$ cat src/rtl/edr_pkg.sv
package edr_pkg;
  localparam int unsigned NUM_EP   = 32;
  localparam int unsigned CTRL_EP  = 2;
  localparam int unsigned ADDR_W   = 4;
  localparam logic [ADDR_W-1:0] OFS_STAT = 4'h0;
  localparam logic [ADDR_W-1:0] OFS_CLR  = 4'h4;
  localparam logic [ADDR_W-1:0] OFS_SET  = 4'h8;

  typedef struct packed {
    logic clr_sel;
    logic set_sel;
    logic stat_rd;
  } edr_sel_t;
endpackage

$ cat src/rtl/edr_rst_sync.sv
module edr_rst_sync #(
  parameter int unsigned STAGES = 2
) (
  input  logic clk,
  input  logic rst_n,
  output logic rst_q_n
);
  logic [STAGES-1:0] sync_q;
  logic [STAGES-1:0] sync_d;

  always_comb begin
    sync_d = {sync_q[STAGES-2:0], 1'b1};
  end

  always_ff @(posedge clk or negedge rst_n) begin
    if (!rst_n) sync_q <= '0;
    else        sync_q <= sync_d;
  end

  assign rst_q_n = sync_q[STAGES-1];
endmodule

$ cat src/rtl/edr_bus_decode.sv
module edr_bus_decode
  import edr_pkg::*;
(
  input  logic              bus_wr,
  input  logic              bus_rd,
  input  logic [ADDR_W-1:0] bus_addr,
  output edr_sel_t          sel
);
  always_comb begin
    sel.clr_sel = bus_wr && (bus_addr == OFS_CLR);
    sel.set_sel = bus_wr && (bus_addr == OFS_SET);
    sel.stat_rd = bus_rd && (bus_addr == OFS_STAT);
  end
endmodule

$ cat src/rtl/edr_req_cell.sv
module edr_req_cell #(
  parameter bit FORCE_ZERO = 1'b0
) (
  input  logic clk,
  input  logic rst_n,
  input  logic raise_sw,
  input  logic raise_hw,
  input  logic drop_sw,
  input  logic drop_hw,
  output logic req_q
);
  logic req_d;
  logic req_en;
  logic drop_any;
  logic raise_any;

  always_comb begin
    drop_any  = drop_sw | drop_hw;
    raise_any = raise_sw | raise_hw;
    req_en    = drop_any | raise_any;
    if (FORCE_ZERO) req_d = 1'b0;
    else            req_d = (req_q | raise_any) & ~drop_any;
  end

  always_ff @(posedge clk or negedge rst_n) begin
    if (!rst_n)      req_q <= 1'b0;
    else if (req_en) req_q <= req_d;
  end
endmodule

$ cat src/rtl/edr_top.sv
module edr_top
  import edr_pkg::*;
(
  input  logic              clk,
  input  logic              rst_n,
  input  logic              bus_wr,
  input  logic              bus_rd,
  input  logic [ADDR_W-1:0] bus_addr,
  input  logic [NUM_EP-1:0] bus_wdata,
  output logic [NUM_EP-1:0] bus_rdata,
  input  logic [NUM_EP-1:0] pkt_arrive,
  input  logic [NUM_EP-1:0] dma_done,
  input  logic [NUM_EP-1:0] dma_en,
  input  logic [NUM_EP-1:0] int_en,
  output logic [NUM_EP-1:0] dma_req
);
  logic              rst_q_n;
  edr_sel_t          sel;
  logic [NUM_EP-1:0] sw_set;
  logic [NUM_EP-1:0] sw_clr;
  logic [NUM_EP-1:0] hw_raise;
  logic [NUM_EP-1:0] hw_drop;
  logic [NUM_EP-1:0] status;

  edr_rst_sync #(.STAGES(2)) u_rst (
    .clk     (clk),
    .rst_n   (rst_n),
    .rst_q_n (rst_q_n)
  );

  edr_bus_decode u_dec (
    .bus_wr   (bus_wr),
    .bus_rd   (bus_rd),
    .bus_addr (bus_addr),
    .sel      (sel)
  );

  always_comb begin
    sw_set   = {NUM_EP{sel.set_sel}} & bus_wdata;
    sw_clr   = {NUM_EP{sel.clr_sel}} & bus_wdata;
    hw_raise = pkt_arrive & ~int_en;
    hw_drop  = dma_done & dma_en;
  end

  for (genvar n = 0; n < NUM_EP; n++) begin : g_ep
    edr_req_cell #(.FORCE_ZERO(n < CTRL_EP)) u_cell (
      .clk      (clk),
      .rst_n    (rst_q_n),
      .raise_sw (sw_set[n]),
      .raise_hw (hw_raise[n]),
      .drop_sw  (sw_clr[n]),
      .drop_hw  (hw_drop[n]),
      .req_q    (status[n])
    );
  end

  always_comb begin
    bus_rdata = sel.stat_rd ? status : '0;
    dma_req   = status;
  end
endmodule

$ cat config.mk
export PLATFORM = sky130hd
export DESIGN_NAME = edr_top
export DESIGN_NICKNAME = d
export VERILOG_FILES = /design/src/rtl/edr_pkg.sv /design/src/rtl/edr_rst_sync.sv /design/src/rtl/edr_bus_decode.sv /design/src/rtl/edr_req_cell.sv /design/src/rtl/edr_top.sv
export SDC_FILE = /design/constraint.sdc
export NUM_CORES = 1
export LEC_CHECK = 0
export BUFFER_PORTS_ARGS = -buffer_cell sky130_fd_sc_hd__buf_2
export CAP_MARGIN = 30
export CORE_AREA = 4 4 88 90
export CTS_CLUSTER_SIZE = 30
export DETAILED_ROUTE_END_ITERATION = 10
export DIE_AREA = 0 0 92 94
export GPL_TIMING_DRIVEN = 0
export PLACE_DENSITY_LB_ADDON = 0.08
export SYNTH_ARGS = -nofsm -noshare
export SYNTH_HDL_FRONTEND = slang
export SYNTH_HIERARCHICAL = 1
export SYNTH_SLANG_ARGS = --single-unit
$ cat constraint.sdc
create_clock -name clk -period 3.1 [get_ports clk]
set_clock_uncertainty 0.15 [all_clocks]
set_input_delay 0.775 -clock clk [delete_from_list [all_inputs] [get_ports clk]]
set_output_delay 0.775 -clock clk [all_outputs]
set_load 0.1 [all_outputs]
Word-level counts from Yosys, hierarchy flattened:

Index checks and enable logic that the tools add are counted.

* add/subtract/negate cells: 0
* mux-type cells: 1
* shifts and indexed selects: 0
* div/mod/pow operators: 0
* bitwise operators: 185
* order comparisons: 0
* equal/unequal tests: 2
* reduce and logical (&&, ||, !) cells: 4
* multipliers: 0

Operators by type and width (number)
* $and A32 B32 Y32: 4
* $or A1 B1 Y1: 120
* $mux W32: 1
* $not A32 Y32: 1
* $and A1 B1 Y1: 30
* $not A1 Y1: 30
* $eq A4 B3 Y1 const B: 1
* $eq A4 B4 Y1 const B: 1
* $logic_not A4 Y1: 1
* $logic_and A1 B1 Y1: 3

* word-level logic and storage cells: 223
* input bits: 168
* bits in latches: 0
* output and inout bits: 64
* memories: 0
* ROM bits: 0
* bits in writable memories: 0
* flip-flop bits (word level): 32

Longest topological paths before layout:

Gate-level depths: netlist of the first run.

* word-level depth: 6
* mapped depth: 6
* mapped depth without buffers: 5

Cells and area by module:

Netlist of the first run, hierarchy kept.

By module, submodules not included
* edr_top: cells an instance 169, sequential area each 0.0 µm², instances 1, area each 1082.3 µm²
* edr_req_cell (g_ep[10].u_cell ...): cells an instance 3, sequential area each 25.0 µm², instances 30, area each 35.0 µm²
* edr_rst_sync: cells an instance 3, sequential area each 50.0 µm², instances 1, area each 53.8 µm²
* edr_bus_decode: cells an instance 5, sequential area each 0.0 µm², instances 1, area each 37.5 µm²
* edr_req_cell (g_ep[0].u_cell ...): cells an instance 2, sequential area each 0.0 µm², instances 2, area each 11.3 µm²

Least setup slack after synthesis of the first run:

No wires, ideal clock.

* path type: input to output
* start point: in bus_addr[1]
* end point: out bus_rdata[10]
* stages: 4
* buffers on the path: 1
* path slack: 0.190 ns
* arrival time: 1.985 ns
* cells stage by stage: nor2_2 > and3_2 > clkbuf_2 > and2_1

RTL lines
* start: declaration: RTL line edr_top.sv:8 `input logic [ADDR_W-1:0] bus_addr,`
* end: declaration: RTL line edr_top.sv:10 `output logic [NUM_EP-1:0] bus_rdata,`

==> results of run 1 <==
[per-layer routing]
layer / wire length [µm] / global-route usage / vias to the layer above
li1: - / - / 1291
met4: 53 / 0.03713 / 0
met2: 3934 / 0.3145 / 119
met5: 0 / 0 / -
met1: 2929 / 0.1996 / 1085
met3: 670 / 0.04247 / 5
[through the flow]
| stage | TNS [ns] | std cells |
|---|---|---|
| 3_5_place_dp | -0.005522 | 580 |
| 2_1_floorplan | 0 | 263 |
| 5_1_grt | 0 | 585 |
| 6_report | 0 | 585 |
| 4_1_cts | 0 | 585 |
| 3_3_place_gp | 0 | 579 |
[worst paths after layout]
kind | to | slack, ns | start | cells after the start
setup reg to reg | g_ep[18].u_cell/req_q$_DFFE_PN0P_ | 2.13 | u_rst/sync_q[1]$_DFF_PN0_ | 1
max in group asynchronous | g_ep[18].u_cell/req_q$_DFFE_PN0P_ | 2.13 | u_rst/sync_q[1]$_DFF_PN0_ | 1
min in group clk | u_rst/sync_q[1]$_DFF_PN0_ | 0.20 | u_rst/sync_q[0]$_DFF_PN0_ | 0
hold reg to reg | g_ep[16].u_cell/req_q$_DFFE_PN0P_ | 0.14 | u_rst/sync_q[1]$_DFF_PN0_ | 0
hold / removal | u_rst/sync_q[0]$_DFF_PN0_ | 0.12 | rst_n | 1
setup / recovery | bus_rdata[10] | 0.07 | bus_addr[1] | 6
[final cells by class]
cell class                 count  area, µm²  share of cell area
multi-input combinational    220       1334              0.3783
timing repair buffer         218       1139              0.3229
sequential                    32      800.8              0.2271
tap                           99      123.9             0.03513
clock buffer                   5      68.82             0.01952
buffer                        11      60.06             0.01703
[flip-flops by register name (all words and copies together) (netlist names)]
| register | count |
|---|---|
| g_ep.u_cell/req_q | 30 |
| u_rst/sync_q | 2 |
[cells in the final DEF, fill, tap and decap left out, types with 2 or more instances in the layout]
cell      count
buf_2       207
and2_1       95
nor3_1       60
dfrtp_1      32
nor2b_1      30
and2_2       27
clkbuf_2      9
clkbuf_4      9
clkbuf_8      5
buf_4         3
conb_1        3
and4b_1       2
[power by group through the flow]
stage | registers, mW | logic (mW) | clock network (mW)
finish | 0.508 | 0.678 | 0.282
detailed placement | 0.516 | 0.683 | 0
floorplan | 0.871 | 0.138 | 0
global route | 0.518 | 0.712 | 0.311
global placement | 0.519 | 0.669 | 0
CTS | 0.510 | 0.683 | 0.294
[timing repair]
action | 4_1_cts | 5_1_grt
cloned | 0 | 0
endpoints found under the setup margin | 1 | 9
resized for setup | 1 | 9
==> metrics.yaml, run 1 <==
io_pins: 232
cp_cell_sequence: "buf_2 > nor2_2 > and3_2 > clkbuf_2 > and2_1 > buf_2"
finalPower_mw: 1.468
fin_util: 0.4995
slew_violations: 0
setup_viol: 0
htreeDepth: 2
pwr-share-seq: 0.346
whs_ns: 0.1244
first_global_vias: 2517
hold_viol_final: 0
hpwlAfterDp_um: 6464
ir_worst_vdd_v: 0.0002778
cp_max_fo: 10
syn_nets: 431
wl_per_cell_um: 12.97
drt_iter0_markers: 26
post-route-period-util: 0.9762
area_growth_pct: 60.66
die_h_um: 94
period_minus_slack_ns: 3.026
fin_nets: 656
viasPerCell: 4.274
required_ns: 2.17
synth_area_um2: 2195
clock_power_share: 0.192
syn_inst: 263
status: "complete, no violations"
crit_top_cell: "buf_2"
initial_core_util: 0.3109
crit_buf_inv: 3
p_comb_frac: 0.462
ctsRootBufferMaster: "clkbuf_8"
row_count: 31
worstMarginPinSlew_ns: 0.9559
max_freq_ghz: 0.3305
crit_path_top_delay_cell: "buf_2"
diodes: 0
placed_cell_area_um2: 3432
n_fill_cell: 748
cts_tree: "built"
die-area_um2: 8648
io_buffers: 217
critical-path-max-stage-delay_ns: 0.42
relSlewSlack: 0.3672
final_cell_area_um2: 3526
clkTransAtPathRegs_ns: 0.06
p_int_mw: 0.7817
crit_arrival_ns: 2.10
postCtsSetupBuffers: 0
cts_buffer_depth: 2
dp_slack_ns: -0.005522
max_cap_violations: 0
hold_class: "in -> async"
endpoint_kind: "output port"
cellPowerDensity_nw_per_um2: 416.4
core_area_um2: 7059
critical_path_class: "in -> out"
firstDrtPassIters: 4
grt_start_max_net_pins: 17
drc: 0
critPathTopFamily: "buffers and inverters"
net-switching-power_mw: 0.6864
grt.overflow.total: 0
avgSynthCellArea_um2: 8.345
numCtsBuffers: 5
rsz0062_at_grt: "no"
p_leak_nw: 1.948
drive_gt1_frac: 0.5412
fp.dieW_um: 92
yosys_warnings: 6
holdBufCountCts: 0
critPathLaunchType: "primary input"
groute.usage.overall: 0.1707
worst_slack_ns: 0.07389
clkSinkCount: 32
clkLatencyLatePin_ns: 0.27
vias: 2500
gp_congestion: 0.7712
grt_antenna_before_repair: 0
drt-total-wl_um: 7587
postRouteAntennaNets: 0
switching_share: 0.4676
grt_pass1_wl_um: 11700
No activity file was read; power rests on OpenSTA's default activity.
==> run 2, diff against run 1 <==
--- a/config.mk
+++ b/config.mk
@@ -7,10 +7,10 @@
 export LEC_CHECK = 0
 export BUFFER_PORTS_ARGS = -buffer_cell sky130_fd_sc_hd__buf_2
 export CAP_MARGIN = 30
-export CORE_AREA = 4 4 88 90
+export CORE_AREA = 2 2 89 91
 export CTS_CLUSTER_SIZE = 30
 export DETAILED_ROUTE_END_ITERATION = 10
-export DIE_AREA = 0 0 92 94
+export DIE_AREA = 0 0 91 93
 export GPL_TIMING_DRIVEN = 0
 export PLACE_DENSITY_LB_ADDON = 0.08
 export SYNTH_ARGS = -nofsm -noshare
==> metrics.yaml, run 2 (synthesized netlist as in run 1, its figures left out) <==
fin_util: 0.4699
cts_buffer_depth: 2
cellPowerDensity_nw_per_um2: 415.9
net-switching-power_mw: 0.6906
ir_worst_vdd_v: 0.0001600
critPathLaunchType: "primary input"
crit_path_end: "bus_rdata[16]"
max_freq_ghz: 0.3344
gp_congestion: 0.7237
row_count: 32
largest_register_ffs: 30
wl_per_cell_um: 12.22
final_cells: 588
pwr-share-seq: 0.345
worstMarginPinSlew_ns: 0.9509
die_h_um: 93
clkTransAtPathRegs_ns: 0.06
post-route-period-util: 0.9648
period_minus_slack_ns: 2.991
p_comb_frac: 0.459
clkLatencyLatePin_ns: 0.27
endpoint_kind: "output port"
vias: 2494
hold_viol_final: 0
dp_cells: 583
whs_ns: 0.1218
htreeDepth: 2
critical_path_class: "in -> out"
numCtsBuffers: 5
critical-path-max-stage-delay_ns: 0.42
crit_top_cell: "buf_2"
clock_power_share: 0.195
regMostFlops: "g_ep.u_cell/req_q"
drive_gt1_frac: 0.5412
startpoint: "bus_addr[1]"
fin_nets: 656
drt-total-wl_um: 7188
die-area_um2: 8463
relSlewSlack: 0.3705
area_growth_pct: 61.17
io_pins: 232
postCtsSetupBuffers: 0
firstDrtPassIters: 4
n_fill_cell: 819
cts_tree: "built"
grt_pass1_wl_um: 11130
fin_setup_tns_ns: 0
core_area_um2: 7527
grt_antenna_before_repair: 0
cp_max_fo: 10
first_global_vias: 2374
postRouteAntennaNets: 0
p_leak_nw: 1.937
slew_violations: 0
reg_top3: "g_ep.u_cell/req_q: 30 flops, u_rst/sync_q: 2 flops"
initial_core_util: 0.2916
ctsRootBufferMaster: "clkbuf_8"
viasPerCell: 4.241
hpwlAfterDp_um: 6027
max_cap_violations: 0
required_ns: 2.17
fp.dieW_um: 91
crit_arrival_ns: 2.07
rsz0062_at_grt: "no"
layout_common_cells: "buf_2, and2_1, nor3_1, dfrtp_1, nor2b_1"
groute.usage.overall: 0.1654
crit_path_top_delay_cell: "buf_2"
status: "complete, no violations"
hold_class: "in -> async"
p_int_mw: 0.7804
cp_cell_sequence: "buf_2 > nor2_2 > and3_2 > clkbuf_2 > and2_1 > buf_2"
drc: 0
grt.overflow.total: 0
diodes: 0
setup_viol: 0
clkSinkCount: 32
final_common_cell: "buf_2"
timing.rr.end: "g_ep[28].u_cell/req_q$_DFFE_PN0P_"
drt_iter0_markers: 37
switching_share: 0.4695
r2r_cells: 1
rrSetupSlack_ns: 2.02
holdBufCountCts: 0
grt_start_max_net_pins: 20
io_buffers: 217
rr_startpoint: "u_rst/sync_q[1]$_DFF_PN0_"
-- run 2: repair_timing --
item                                    4_1_cts  5_1_grt
resized for setup                             0       18
endpoints found under the setup margin        0       18
endpoints found under the hold margin         0        0
-- run 2: final cells by class --
cell class,count,area (µm²),share of cell area
multi-input cells,220,1334,0.3771
repair buffers,218,1146,0.3240
flip-flops and latches,32,800.8,0.2264
well taps,102,127.6,0.03608
clock buffers,5,68.82,0.01946
plain buffers,11,60.06,0.01698
-- run 2: critical path, delay by kind of cell --
family / cells / cell delay (ns)
buffers and inverters: 3 / 0.74
AND/OR/NAND/NOR: 3 / 0.54
-- run 2: metrics by stage --
step	area, µm²	power, mW	setup WS (ns)
3_5_place_dp	3423	1.196	0.01269
2_1_floorplan	2195	1.009	0.1901
3_3_place_gp	3408	1.189	0.03079
5_1_grt	3537	1.546	0.004500
4_1_cts	3492	1.492	0.01269
6_report	3537	1.471	0.1091
-- run 2: power by group through the flow --
stage / logic (mW) / clock network, mW / registers [mW]
6_report: 0.676 / 0.287 / 0.508
5_1_grt: 0.711 / 0.317 / 0.518
4_1_cts: 0.680 / 0.302 / 0.510
3_5_place_dp: 0.679 / 0 / 0.517
3_3_place_gp: 0.670 / 0 / 0.519
2_1_floorplan: 0.138 / 0 / 0.871
-- run 2: worst min-delay path by stage --
stage / cells after the start / endpoint / slack, ns
6_report: 1 / u_rst/sync_q[1]$_DFF_PN0_ / 0.12
3_3_place_gp: 0 / u_rst/sync_q[1]$_DFF_PN0_ / 0.19
2_1_floorplan: 0 / u_rst/sync_q[1]$_DFF_PN0_ / 0.18
5_1_grt: 1 / u_rst/sync_q[1]$_DFF_PN0_ / 0.11
4_1_cts: 1 / u_rst/sync_q[1]$_DFF_PN0_ / 0.11
3_5_place_dp: 0 / u_rst/sync_q[1]$_DFF_PN0_ / 0.19
-- run 2: per-layer routing --
metal	track usage	vias to the layer above	share of wire
met2	0.3025	124	0.51
met1	0.1928	1077	0.40
met4	0.03788	0	0.0064
met3	0.04512	4	0.088
met5	0	-	0
li1	-	1289	-
==> run 3, diff against run 2 <==
--- a/config.mk
+++ b/config.mk
@@ -7,13 +7,12 @@
 export LEC_CHECK = 0
 export BUFFER_PORTS_ARGS = -buffer_cell sky130_fd_sc_hd__buf_2
 export CAP_MARGIN = 30
-export CORE_AREA = 2 2 89 91
+export CORE_AREA = 2 2 91 93
 export CTS_CLUSTER_SIZE = 30
 export DETAILED_ROUTE_END_ITERATION = 10
-export DIE_AREA = 0 0 91 93
+export DIE_AREA = 0 0 93 95
 export GPL_TIMING_DRIVEN = 0
 export PLACE_DENSITY_LB_ADDON = 0.08
 export SYNTH_ARGS = -nofsm -noshare
 export SYNTH_HDL_FRONTEND = slang
-export SYNTH_HIERARCHICAL = 1
 export SYNTH_SLANG_ARGS = --single-unit
==> metrics.yaml, run 3 <==
max_cap_violations: 0
layout_common_cells: "buf_2, buf_4, dfrtp_1"
cts_buffer_depth: 2
holdBufCountCts: 0
syn_inst: 240
synth_area_um2: 2106
clock_power_share: 0.185
regMostFlops: "g_ep.u_cell.req_q"
avgSynthCellArea_um2: 8.774
ctsRootBufferMaster: "clkbuf_8"
synthArstFlopShare: 1.000
rr_startpoint: "g_ep[3].u_cell.req_q$_DFFE_PN0P_"
hpwlAfterDp_um: 6560
diodes: 0
postRouteAntennaNets: 0
first_global_vias: 2561
drt_iter0_markers: 121
fp.dieW_um: 93
grt.overflow.total: 0
vias: 2640
io_pins: 232
cp_cell_sequence: "buf_2 > nor4_2 > clkbuf_2 > and3_2 > buf_4"
slew_violations: 0
reg_top3: "g_ep.u_cell.req_q: 30 flops, u_rst.sync_q: 2 flops"
required_ns: 2.17
grt_pass1_wl_um: 12170
core_area_um2: 7928
status: "complete, no violations"
firstDrtPassIters: 7
synth_ff_type: "dfrtp_1"
timing.rr.end: "g_ep[3].u_cell.req_q$_DFFE_PN0P_"
clkSinkCount: 32
grt_start_max_net_pins: 18
crit_arrival_ns: 2.02
htreeDepth: 2
critical_path_class: "in -> out"
clkLatencyLatePin_ns: 0.28
setup_viol: 0
worst_slack_ns: 0.1502
rrSetupSlack_ns: 2.07
p_int_mw: 0.8415
relSlewSlack: 0.5401
crit_path_top_delay_cell: "nor4_2"
final_cell_area_um2: 3548
die-area_um2: 8835
fin_util: 0.4476
cp_max_fo: 10
cellPowerDensity_nw_per_um2: 444.3
synth_edf_count: 0
ys_seq_area_frac: 0.3803
synthTopCellsByCount: "buf_4, dfrtp_1, and3_1, inv_1, nand3_1"
hold_class: "in -> async"
drive_gt1_frac: 0.6473
period_minus_slack_ns: 2.950
endpoint_kind: "output port"
net-switching-power_mw: 0.7350
row_count: 33
final_common_cell: "buf_2"
hold_viol_final: 0
rsz0062_at_grt: "no"
yosys.cell_count.top_type: "buf_4"
critical-path-max-stage-delay_ns: 0.36
p_leak_nw: 2.032
pwr-share-seq: 0.322
drc: 0
postCtsSetupBuffers: 0
area_growth_pct: 68.51
synth_top_cells_by_area: "dfrtp_1, a222oi_1, buf_4, and3_1, nand3_1"
numCtsBuffers: 5
ys_seq_elements: 32
ys_types: 19
critPathLaunchType: "primary input"
finalPower_mw: 1.577
initial_core_util: 0.2656
p_comb_frac: 0.492
post-route-period-util: 0.9516
yosysTopAreaCellShare: 0.3803
wl_per_cell_um: 14.33
drt-total-wl_um: 8167
grt_antenna_before_repair: 0
ir_worst_vdd_v: 0.0002137
die_h_um: 95
yosys_warnings: 0
synth_top_area_cell: "dfrtp_1"
dp_slack_ns: -0.2722
max_freq_ghz: 0.3390
placed_cell_area_um2: 3395
fin_nets: 635
r2r_cells: 2
fin_setup_tns_ns: 0
cts_tree: "built"
viasPerCell: 4.632
clkTransAtPathRegs_ns: 0.06
worstMarginPinSlew_ns: 0.6899
largest_register_ffs: 30
io_buffers: 216
switching_share: 0.4662
gp_congestion: 0.7815
groute.usage.overall: 0.1777
[run 3: worst max path at each step]
| stage | start | to | slack, ns | depth (start not counted) |
|---|---|---|---|---|
| finish | bus_addr[2] | bus_rdata[28] | 0.15 | 5 |
| CTS | bus_addr[2] | bus_rdata[6] | 0.006 | 5 |
| global placement | bus_addr[3] | bus_rdata[2] | -0.24 | 5 |
| global route | bus_addr[2] | bus_rdata[27] | 0.05 | 5 |
| floorplan | bus_addr[2] | bus_rdata[10] | 0.27 | 3 |
| detailed placement | bus_addr[3] | bus_rdata[2] | -0.27 | 5 |
[run 3: kinds of logic after synthesis]
family / count (synthesis) / synth area share
DFF: 32 / 0.3803
other: 2 / 0.003566
AOI/OAI and AO/OA: 61 / 0.2169
and+or+nand+nor: 66 / 0.1848
buffers and inverters: 79 / 0.2145
[run 3: timing repair]
| item | 4_1_cts | 5_1_grt |
|---|---|---|
| endpoints found under the hold margin | 0 | 0 |
| pin swaps | 0 | 0 |
| resized for setup | 33 | 2 |
| endpoints found under the setup margin | 30 | 10 |
[run 3: area by class of cell]
type	instances	area [µm²]
inverter	30	112.6
multi-input combinational	132	908.4
buffer	49	342.8
clock buffer	5	68.82
fill	833	4379
sequential	32	800.8
tap	105	131.4
timing repair buffer	217	1184
[run 3: power by group through the flow]
stage / Sequential (mW) / Combinational, mW / Clock, mW
final: 0.508 / 0.776 / 0.292
after global routing: 0.516 / 0.818 / 0.314
after global placement: 0.519 / 0.764 / 0
after CTS: 0.509 / 0.780 / 0.304
after detailed placement: 0.517 / 0.775 / 0
after floorplan: 0.506 / 0.596 / 0
[run 3: critical path: cells and delay by family]
kind | cells | cell delay (ns)
buf+inv | 3 | 0.68
simple gates | 2 | 0.56
[run 3: metal layers]
metal	global-route usage	routed length, µm	vias to the layer above
met1	0.1924	3006	1170
met5	0	0	-
met4	0.05147	121	0
met2	0.3388	4261	152
met3	0.04709	779	11
li1	-	-	1307
[run 3: through the flow]
| stage | instances | hold slack (ns) |
|---|---|---|
| floorplan | 243 | 0.1812 |
| global placement | 564 | 0.1852 |
| detailed placement | 565 | 0.1589 |
| CTS | 570 | 0.1115 |
| global route | 570 | 0.1108 |
| finish | 570 | 0.1199 |
